==> config.mk <==
export PLATFORM = sky130hd
export DESIGN_NAME = clk_recovery_seq
export DESIGN_NICKNAME = d
export VERILOG_FILES = /design/src/rtl/crs_pkg.sv /design/src/rtl/crs_timer.sv /design/src/rtl/crs_fsm.sv /design/src/rtl/clk_recovery_seq.sv
export SDC_FILE = /design/constraint.sdc
export NUM_CORES = 1
export LEC_CHECK = 0
export ABC_AREA = 1
export BUFFER_PORTS_ARGS = -buffer_cell sky130_fd_sc_hd__buf_2
export CAP_MARGIN = 20
export CELL_PAD_IN_SITES_DETAIL_PLACEMENT = 2
export CELL_PAD_IN_SITES_GLOBAL_PLACEMENT = 2
export CORE_UTILIZATION = 30
export DETAILED_ROUTE_END_ITERATION = 10
export GPL_TIMING_DRIVEN = 0
export PLACE_DENSITY_LB_ADDON = 0.1
export SYNTH_ARGS = -nofsm -noshare
export SYNTH_HDL_FRONTEND = slang
export SYNTH_SLANG_ARGS = --single-unit
==> constraint.sdc <==
create_clock -name clk_i -period 2.28 [get_ports clk_i]
set_input_delay 0 -clock clk_i [delete_from_list [all_inputs] [get_ports clk_i]]
set_output_delay 0 -clock clk_i [all_outputs]
set_load 0.005 [all_outputs]
==> src/rtl/crs_pkg.sv <==
package crs_pkg;
  typedef enum logic [1:0] {
    M_AUTO  = 2'd0,
    M_RST   = 2'd1,
    M_SCRUB = 2'd2,
    M_BOTH  = 2'd3
  } mode_e;

  typedef enum logic [2:0] {
    S_IDLE,
    S_RESET,
    S_WLOCK,
    S_CHECK,
    S_SCRUB,
    S_UNREC,
    S_DONE
  } state_e;

  localparam logic [1:0] RES_NONE  = 2'd0;
  localparam logic [1:0] RES_RST   = 2'd1;
  localparam logic [1:0] RES_SCRUB = 2'd2;
  localparam logic [1:0] RES_FAIL  = 2'd3;
endpackage

==> src/rtl/crs_timer.sv <==
module crs_timer #(
  parameter int CW = 8
) (
  input  logic          clk_i,
  input  logic          rst_ni,
  input  logic          load_i,
  input  logic [CW-1:0] val_i,
  output logic          zero_o
);
  logic [CW-1:0] cnt_q;

  always_ff @(posedge clk_i or negedge rst_ni) begin
    if (!rst_ni)           cnt_q <= '0;
    else if (load_i)       cnt_q <= val_i;
    else if (cnt_q != '0)  cnt_q <= cnt_q - 1'b1;
  end

  assign zero_o = (cnt_q == '0);

  // the window counts down one step per cycle
  a_r3_timer_step: assert property (@(posedge clk_i) disable iff (!rst_ni)
    (!load_i && cnt_q != '0) |=> (cnt_q == $past(cnt_q) - 1'b1));
endmodule

==> src/rtl/crs_fsm.sv <==
module crs_fsm
  import crs_pkg::*;
#(
  parameter int RST_CYCLES   = 3,
  parameter int LOCK_TIMEOUT = 1000,
  parameter int CHECK_CYCLES = 64,
  parameter int CW           = 10
) (
  input  logic          clk_i,
  input  logic          rst_ni,
  input  logic [1:0]    mode_i,
  input  logic          fault_i,
  input  logic          lock_i,
  input  logic          scrub_done_i,
  input  logic          tmr_zero_i,
  output logic          tmr_load_o,
  output logic [CW-1:0] tmr_val_o,
  output logic          gen_rst_o,
  output logic          scrub_req_o,
  output logic [1:0]    result_o,
  output logic          done_o,
  output logic          fail_o
);
  localparam logic [CW-1:0] RST_V  = CW'(RST_CYCLES - 1);
  localparam logic [CW-1:0] LOCK_V = CW'(LOCK_TIMEOUT - 1);
  localparam logic [CW-1:0] CHK_V  = CW'(CHECK_CYCLES - 1);

  state_e     state_q, state_d;
  mode_e      mode_q, mode_sel;
  logic       scrubbed_q;
  logic       step_fail;
  logic [1:0] result_q;
  logic       fail_q;

  // idle uses the live method, later states the latched one
  assign mode_sel = (state_q == S_IDLE) ? mode_e'(mode_i) : mode_q;

  always_comb begin
    state_d    = state_q;
    tmr_load_o = 1'b0;
    tmr_val_o  = '0;
    step_fail  = 1'b0;
    unique case (state_q)
      S_IDLE: if (fault_i) begin
        if (mode_sel == M_AUTO || mode_sel == M_RST) begin
          state_d = S_RESET; tmr_load_o = 1'b1; tmr_val_o = RST_V;
        end else begin
          state_d = S_SCRUB;
        end
      end
      S_RESET: if (tmr_zero_i) begin
        state_d = S_WLOCK; tmr_load_o = 1'b1; tmr_val_o = LOCK_V;
      end
      S_WLOCK: begin
        if (lock_i) begin
          state_d = S_CHECK; tmr_load_o = 1'b1; tmr_val_o = CHK_V;
        end else if (tmr_zero_i) begin
          step_fail = 1'b1;
        end
      end
      S_CHECK: begin
        if (fault_i)         step_fail = 1'b1;
        else if (tmr_zero_i) state_d = S_DONE;
      end
      S_SCRUB: if (scrub_done_i) begin
        tmr_load_o = 1'b1;
        if (mode_sel == M_SCRUB) begin
          state_d = S_CHECK; tmr_val_o = CHK_V;
        end else begin
          state_d = S_RESET; tmr_val_o = RST_V;
        end
      end
      S_UNREC: state_d = S_DONE;
      S_DONE:  state_d = S_IDLE;
      default: state_d = S_IDLE;
    endcase
    if (step_fail) begin
      state_d = (mode_sel == M_AUTO && !scrubbed_q) ? S_SCRUB : S_UNREC;
    end
  end

  always_ff @(posedge clk_i or negedge rst_ni) begin
    if (!rst_ni) begin
      state_q    <= S_IDLE;
      mode_q     <= M_AUTO;
      scrubbed_q <= 1'b0;
      result_q   <= RES_NONE;
      fail_q     <= 1'b0;
    end else begin
      state_q <= state_d;
      if (state_q == S_IDLE) begin
        mode_q     <= mode_sel;
        scrubbed_q <= 1'b0;
      end else if (state_q == S_SCRUB) begin
        scrubbed_q <= 1'b1;
      end
      if (state_d == S_DONE && state_q != S_DONE) begin
        if (state_q == S_UNREC) result_q <= RES_FAIL;
        else                    result_q <= scrubbed_q ? RES_SCRUB : RES_RST;
      end
      if (state_q == S_UNREC) fail_q <= 1'b1;
    end
  end

  assign gen_rst_o   = (state_q == S_RESET);
  assign scrub_req_o = (state_q == S_SCRUB);
  assign done_o      = (state_q == S_DONE);
  assign result_o    = result_q;
  assign fail_o      = fail_q;

  // pulse-width tracker for the reset assertion
  logic [CW-1:0] rwid_q;
  always_ff @(posedge clk_i or negedge rst_ni) begin
    if (!rst_ni)        rwid_q <= '0;
    else if (gen_rst_o) rwid_q <= rwid_q + 1'b1;
    else                rwid_q <= '0;
  end

  a_r2_rst_width: assert property (@(posedge clk_i) disable iff (!rst_ni)
    $fell(gen_rst_o) |-> (rwid_q == CW'(RST_CYCLES)));
  a_r2_rst_min: assert final (RST_CYCLES >= 3);
  a_r6_scrub_hold: assert property (@(posedge clk_i) disable iff (!rst_ni)
    (scrub_req_o && !scrub_done_i) |=> scrub_req_o);
  a_r8_fail_sticky: assert property (@(posedge clk_i) disable iff (!rst_ni)
    fail_o |=> fail_o);
  a_r9_done_pulse: assert property (@(posedge clk_i) disable iff (!rst_ni)
    done_o |=> !done_o);
  a_r7_unrec_flag: assert property (@(posedge clk_i) disable iff (!rst_ni)
    (done_o && result_o == RES_FAIL) |-> fail_o);
  a_r7_done_coded: assert property (@(posedge clk_i) disable iff (!rst_ni)
    done_o |-> (result_o != RES_NONE));
endmodule

==> src/rtl/clk_recovery_seq.sv <==
module clk_recovery_seq #(
  parameter int RST_CYCLES   = 3,
  parameter int LOCK_TIMEOUT = 1_000_000,
  parameter int CHECK_CYCLES = 1024
) (
  input  logic       clk_i,
  input  logic       rst_ni,
  input  logic [1:0] mode_i,
  input  logic       fault_i,
  input  logic       lock_i,
  input  logic       scrub_done_i,
  output logic       gen_rst_o,
  output logic       scrub_req_o,
  output logic [1:0] result_o,
  output logic       done_o,
  output logic       fail_o
);
  localparam int MAX_A = (LOCK_TIMEOUT > CHECK_CYCLES) ? LOCK_TIMEOUT : CHECK_CYCLES;
  localparam int MAX_V = (MAX_A > RST_CYCLES) ? MAX_A : RST_CYCLES;
  localparam int CW    = $clog2(MAX_V + 1);

  logic          tmr_load, tmr_zero;
  logic [CW-1:0] tmr_val;

  crs_timer #(.CW(CW)) u_timer (
    .clk_i  (clk_i),
    .rst_ni (rst_ni),
    .load_i (tmr_load),
    .val_i  (tmr_val),
    .zero_o (tmr_zero)
  );

  crs_fsm #(
    .RST_CYCLES   (RST_CYCLES),
    .LOCK_TIMEOUT (LOCK_TIMEOUT),
    .CHECK_CYCLES (CHECK_CYCLES),
    .CW           (CW)
  ) u_fsm (
    .clk_i        (clk_i),
    .rst_ni       (rst_ni),
    .mode_i       (mode_i),
    .fault_i      (fault_i),
    .lock_i       (lock_i),
    .scrub_done_i (scrub_done_i),
    .tmr_zero_i   (tmr_zero),
    .tmr_load_o   (tmr_load),
    .tmr_val_o    (tmr_val),
    .gen_rst_o    (gen_rst_o),
    .scrub_req_o  (scrub_req_o),
    .result_o     (result_o),
    .done_o       (done_o),
    .fail_o       (fail_o)
  );
endmodule

* After elaboration in Yosys (flattened, before gate mapping)
Cells that the tools add are included.
W data, S select, Z words.
** Storage, ports and cells
- Input bits :: 7
- Register bits :: 29
- Word-level logic and storage cells :: 61
** Operators by class
- Add/sub/neg operators :: 1
- Equal/unequal tests :: 10
- Reductions and logical operators :: 10
- Muxes and demuxes :: 34
** Operators with widths (number)
- $mux W20 :: 5
- $pmux W20 S4 :: 1
- $mux W3 :: 8
- $logic_not A20 Y1 :: 1
- $mux W10 :: 2
- $reduce_bool A20 Y1 :: 1
- $sub A20 B1 Y20 const B :: 1
- $pmux W3 S6 :: 1
- $eq A3 B3 Y1 const B :: 4
- $mux W1 :: 10
- $mux W2 :: 5
- $eq A3 B2 Y1 const B :: 2
- $pmux W1 S4 :: 1
- $reduce_bool A2 Y1 :: 2
- $eq A3 B1 Y1 const B :: 1
- $logic_not A3 Y1 :: 1
- $ne A3 B3 Y1 const B :: 1
- $eq A2 B1 Y1 const B :: 1
- $eq A2 B2 Y1 const B :: 1
- $logic_and A1 B1 Y1 :: 2
- $logic_not A2 Y1 :: 1
- $pmux W1 S2 :: 1
- $logic_not A1 Y1 :: 1
- $logic_or A1 B1 Y1 :: 1

* Longest topological paths before layout
- Depth in word-level cells :: 10
- Mapped depth :: 11
- Mapped depth without buffers :: 11

* Cells and area by module
From an unflattened synthesis, not the netlist that was laid out.
** Unflattened totals
- Cell total of the unflattened synthesis :: 310
- Area total of the unflattened synthesis :: 2108.3 um^2
** Modules (own cells, without submodules)
- crs_timer :: seq. area each 500.5 um^2, area an instance 1390.1 um^2, cells each 209, instances 1
- crs_fsm :: seq. area each 225.2 um^2, area an instance 718.2 um^2, cells each 101, instances 1

* Worst setup path after synthesis
No wires, ideal clock.
- Path kind :: reg-to-reg
- Start :: reg u_timer.cnt_q[0]
- End :: reg u_timer.cnt_q[16]
- Period minus slack after synthesis :: 1.745 ns
- Cell stages (with the launch flop) :: 11
- Arrival :: 1.627 ns
- Setup time :: 0.118 ns
- Setup slack :: 0.535 ns
- Path buffers :: 1
- Cell sequence :: dfrtp_1 -> inv_1 -> ha_1 -> nand2_2 -> nor2_8 -> nand3_4 -> nor2_8 -> nor2_4 -> buf_4 -> a21oi_1 -> nor2_2
** On the way
- Cells in the longest elaborated chain, start to end :: 4
- Elaborated cells on any way between the ends :: 10
- Those cells by class :: 1 x add/sub; 6 x mux; 3 x reduce/logical
** RTL lines
- start, declared :: RTL line crs_timer.sv:10 : logic [CW-1:0] cnt_q;
- start signal, assigned :: RTL line crs_timer.sv:14 : else if (load_i) cnt_q <= val_i;
- start signal, assigned :: RTL line crs_timer.sv:15 : else if (cnt_q != '0) cnt_q <= cnt_q - 1'b1;
- parallel branches: the longest is 4 deep, another holds $sub A20 B1 Y20
Several ways; the timed one is not identified. The select of a mux whose other input is x is not followed.
A chain may end at the register's enable or synchronous reset.

* Final worst setup path
Same ends and word-level chain as after synthesis.

==> flow_summary.html <==
<table>
<tr><th>Metric</th><th>Value</th></tr>
<tr><th colspan="2">Pwr</th></tr>
<tr><td>Standby leakage power</td><td>0.00111 uW</td></tr>
<tr><td>Worst-case vdd ir drop</td><td>0.509 mV</td></tr>
<tr><td>Power per cell area</td><td>1440 nW/um^2</td></tr>
<tr><th colspan="2">Clock tree</th></tr>
<tr><td>Total clock buffers created by CTS</td><td>5</td></tr>
<tr><td>Num Clock Sinks</td><td>29</td></tr>
<tr><td>Clock root cell</td><td>sky130_fd_sc_hd__clkbuf_8</td></tr>
<tr><td>Worst-Skew Late Latency</td><td>0.28 ns</td></tr>
<tr><td>Number of instances resized during post-cts repair</td><td>0</td></tr>
<tr><td>Clock slew seen by the registers of the worst setup and hold paths</td><td>0.06 ns</td></tr>
<tr><td>Maximum buffer depth of the clock tree</td><td>2</td></tr>
<tr><td>H-tree Lvls</td><td>2</td></tr>
<tr><td>CTS tree</td><td>built</td></tr>
<tr><th colspan="2">Synthesis</th></tr>
<tr><td>Count of state elements after synthesis</td><td>29</td></tr>
<tr><td>Synth top area cells</td><td>sky130_fd_sc_hd__dfrtp_1, sky130_fd_sc_hd__nand2_1, sky130_fd_sc_hd__inv_1</td></tr>
<tr><td>Number of enable-type register cells in the synthesized netlist</td><td>0</td></tr>
<tr><td>Proportion of synthesized chip area in sequential cells</td><td>39.0%</td></tr>
<tr><td>Fraction of synthesis flops using an asynchronous set or reset pin</td><td>100%</td></tr>
<tr><td>Top-area cell type share of the netlist area</td><td>39.0%</td></tr>
<tr><td>Biggest area consumer among synthesized cells</td><td>sky130_fd_sc_hd__dfrtp_1</td></tr>
<tr><td>Mapped Area</td><td>1860 sq um</td></tr>
<tr><td>Top_reg_cell synth</td><td>sky130_fd_sc_hd__dfrtp_1</td></tr>
<tr><td>Number of library cell types mapped by synthesis</td><td>32</td></tr>
<tr><td>Most frequent cell after synthesis</td><td>sky130_fd_sc_hd__nand2_1</td></tr>
<tr><td>Total nets after synthesis</td><td>243</td></tr>
<tr><td>Post-synth top cells</td><td>sky130_fd_sc_hd__nand2_1, sky130_fd_sc_hd__inv_1, sky130_fd_sc_hd__dfrtp_1</td></tr>
<tr><td>Post-synthesis average cell area</td><td>7.92 sq um</td></tr>
<tr><td>Mapped Cells</td><td>235</td></tr>
<tr><td>Ys Warns</td><td>0</td></tr>
<tr><th colspan="2">Min path</th></tr>
<tr><td>HP Class</td><td>input pin to register</td></tr>
<tr><td>Start point of the worst min-delay path</td><td>mode_i[1]</td></tr>
<tr><th colspan="2">Place</th></tr>
<tr><td>Count of buffers from port buffering</td><td>12</td></tr>
<tr><td>Instance area at placement</td><td>2010 sq um</td></tr>
<tr><td>Final weighted congestion in routability-driven placement</td><td>0.683</td></tr>
<tr><td>Detailed placement HPWL</td><td>3970 microns</td></tr>
<tr><th colspan="2">Die</th></tr>
<tr><td>Row Count</td><td>28</td></tr>
<tr><td>Initial Util</td><td>31.2%</td></tr>
<tr><td>Horizontal die dimension</td><td>80.8 microns</td></tr>
<tr><td>Overall die area</td><td>6520 sq um</td></tr>
<tr><td>Core Region</td><td>5960 sq um</td></tr>
<tr><td>Ports placed on the boundary</td><td>13</td></tr>
<tr><td>Height of the chip</td><td>80.8 microns</td></tr>
<tr><th colspan="2">Timing</th></tr>
<tr><td>RSZ-0062 raised after global routing</td><td>no</td></tr>
<tr><td>Final period utilization</td><td>91.0%</td></tr>
<tr><td>Max Clock Freq</td><td>482 MHz</td></tr>
<tr><td>Fin. max-slew vios</td><td>0</td></tr>
<tr><td>Final critical-path required period</td><td>2.07 ns</td></tr>
<tr><td>Transition time at the pin with the least slew margin</td><td>0.717 ns</td></tr>
<tr><td>Setup TNS</td><td>0 ns</td></tr>
<tr><td>Relative max-transition margin</td><td>51.8%</td></tr>
<tr><td>Fin Clk Skew</td><td>0.00994 ns</td></tr>
<tr><td>Final number of hold-violating endpoints</td><td>0</td></tr>
<tr><td>Number of failing setup endpoints in the final timing report</td><td>0</td></tr>
<tr><th colspan="2">Layout</th></tr>
<tr><td>Synth-to-layout area growth</td><td>14.3%</td></tr>
<tr><td>Fraction of final layout cells with drive strength greater than 1</td><td>22.7%</td></tr>
<tr><td>Number of fill cells in the layout</td><td>729</td></tr>
<tr><td>Layout Nets</td><td>263</td></tr>
<tr><td>Post-route cell area</td><td>2130 sq um</td></tr>
<tr><td>Diode insertion count for antenna repair</td><td>0</td></tr>
<tr><th colspan="2">Drt</th></tr>
<tr><td>Drt total wl</td><td>5070 microns</td></tr>
<tr><td>Total via count in the routed design</td><td>1,599</td></tr>
<tr><td>Final ANT Viol Nets</td><td>0</td></tr>
<tr><td>DR vias/cell</td><td>4.83</td></tr>
<tr><td>Average routed wire per standard cell</td><td>15.3 microns</td></tr>
<tr><td>DRT iter0 DRCs</td><td>41</td></tr>
<tr><td>First drt pass iteration count</td><td>4</td></tr>
<tr><td>Post-route DRC violation count</td><td>0</td></tr>
<tr><th colspan="2">Critical path</th></tr>
<tr><td>Worst setup path class</td><td>register to register</td></tr>
<tr><td>Startpoint Class</td><td>register</td></tr>
<tr><td>Worst Setup End Kind</td><td>register</td></tr>
<tr><td>Largest fanout on the critical path</td><td>10</td></tr>
<tr><td>Startpoint of the lowest-slack register-to-register path</td><td>u_timer.cnt_q[0]</td></tr>
<tr><td>Arrival @ worst endpoint</td><td>2.24 ns</td></tr>
<tr><td>Required time worst endpoint</td><td>2.45 ns</td></tr>
<tr><td>Start point of the critical path</td><td>u_timer.cnt_q[0]</td></tr>
<tr><th colspan="2">Global route</th></tr>
<tr><td>Global-route usage over all layers</td><td>17.9%</td></tr>
<tr><td>GRT Residual Overflow</td><td>0</td></tr>
<tr><td>Antenna violations before repair</td><td>0</td></tr>
<tr><td>First-pass GRT wire length</td><td>8580 microns</td></tr>
<tr><td>Via count of the first global-routing pass</td><td>1,738</td></tr>
<tr><td>Pin count of the biggest net entering global routing</td><td>30</td></tr>
<tr><th colspan="2">Status</th></tr>
<tr><td>Result of the run</td><td>completed</td></tr>
<tr><th colspan="2">Flow run</th></tr>
<tr><td>MaxCap Viol Count</td><td>0</td></tr>
</table>
[cell usage in the layout, fill, tap and decap left out, drive strengths merged, types with 2 or more instances in the layout]
| master | Yosys | routed |
|---|---|---|
| a21oi | 19 | 19 |
| and2 | 2 | 2 |
| buf | 2 | 14 |
| o21ai | 9 | 9 |
| xnor2 | 3 | 3 |
| nand4 | 9 | 9 |
| nor3 | 7 | 7 |
| nand3 | 15 | 15 |
| nor2 | 36 | 36 |
| xor2 | 7 | 7 |
| dfrtp | 29 | 29 |
| clkbuf | 0 | 7 |
| nor4 | 3 | 3 |
| inv | 38 | 38 |
| nand2 | 50 | 50 |
[path summary, 6_finish.rpt]
check                                    end  slack [ns]  cells after the start
max in group asynchronous  u_fsm.result_o[0]        1.52                      2
hold / removal               u_fsm.mode_q[1]        0.06                      3
hold reg to reg                 u_fsm.fail_o        0.47                      2
setup reg to reg           u_timer.cnt_q[16]        0.21                     11
setup / recovery           u_timer.cnt_q[16]        0.21                     11
min in group asynchronous  u_timer.cnt_q[10]        0.30                      2
[kinds of logic after synthesis]
logic type,count (synthesis),synth area share [%]
simple gates,124,36.0
flops,29,39.0
buf+inv,40,8.81
compound gates,31,10.8
fa+ha+maj,1,0.672
xor+xnor,10,4.71
[worst max-delay path, stage by stage (launching register included)]
cell and delay, ns:
sky130_fd_sc_hd__dfrtp_1 0.35, sky130_fd_sc_hd__inv_1 0.07, sky130_fd_sc_hd__ha_1 0.25, sky130_fd_sc_hd__nand2_2 0.18
sky130_fd_sc_hd__nor2_8 0.08, sky130_fd_sc_hd__nand3_4 0.17, sky130_fd_sc_hd__nor2_8 0.06, sky130_fd_sc_hd__nor2_4 0.24
sky130_fd_sc_hd__inv_4 0.10, sky130_fd_sc_hd__nor2_4 0.19, sky130_fd_sc_hd__buf_6 0.21, sky130_fd_sc_hd__nor2_2 0.05
[layer usage]
metal / global-route usage, % / vias up / share of wire, %
met5: 0 / - / 0
met4: 4.82 / 0 / 1.1
met3: 3.03 / 5 / 2.0
met2: 31.8 / 17 / 49
met1: 22.2 / 780 / 47
li1: - / 797 / -
[report_power, final]
part / switching [uW] / internal, uW
Combinational: 1030 / 590
Clock: 204 / 273
Sequential: 220 / 739
Total: 1450 / 1600
[state kept, by name, indices dropped and copies added, names as in the netlist]
register and cells:
u_fsm.state_q 3, u_timer.cnt_q 20, u_fsm.fail_o 1, u_fsm.mode_q 2, u_fsm.result_o 2, u_fsm.scrubbed_q 1
[what timing repair did]
action	CTS	global route
endpoints found under the hold margin	29	0
setup endpoints to repair	0	0
hold buffers	1	0
buffers inserted	0	0
[area by class of cell]
class,instances,area [sq um],area share (%)
well taps,75,93.8,4.41
flip-flops and latches,29,726,34.1
multi-input cells,166,971,45.7
plain buffers,2,18.8,0.883
clock inverters,1,5.00,0.235
clock buffers,7,96.3,4.53
inverters,38,145,6.83
repair buffers,13,70.1,3.30
[through the flow]
step,hold WS [ns],total power (uW),std cells,utilization (%),setup WS (ns)
after floorplan,-0.296,2190,235,-,0.535
after global placement,0.0968,2560,322,33.8,0.202
after detailed placement,0.103,2620,322,33.8,0.169
after CTS,0.0532,3110,331,35.7,0.151
after global routing,0.0994,3340,331,35.7,0.0376
final,0.0564,3050,331,35.7,0.206
(Power assumes the default switching activity.)
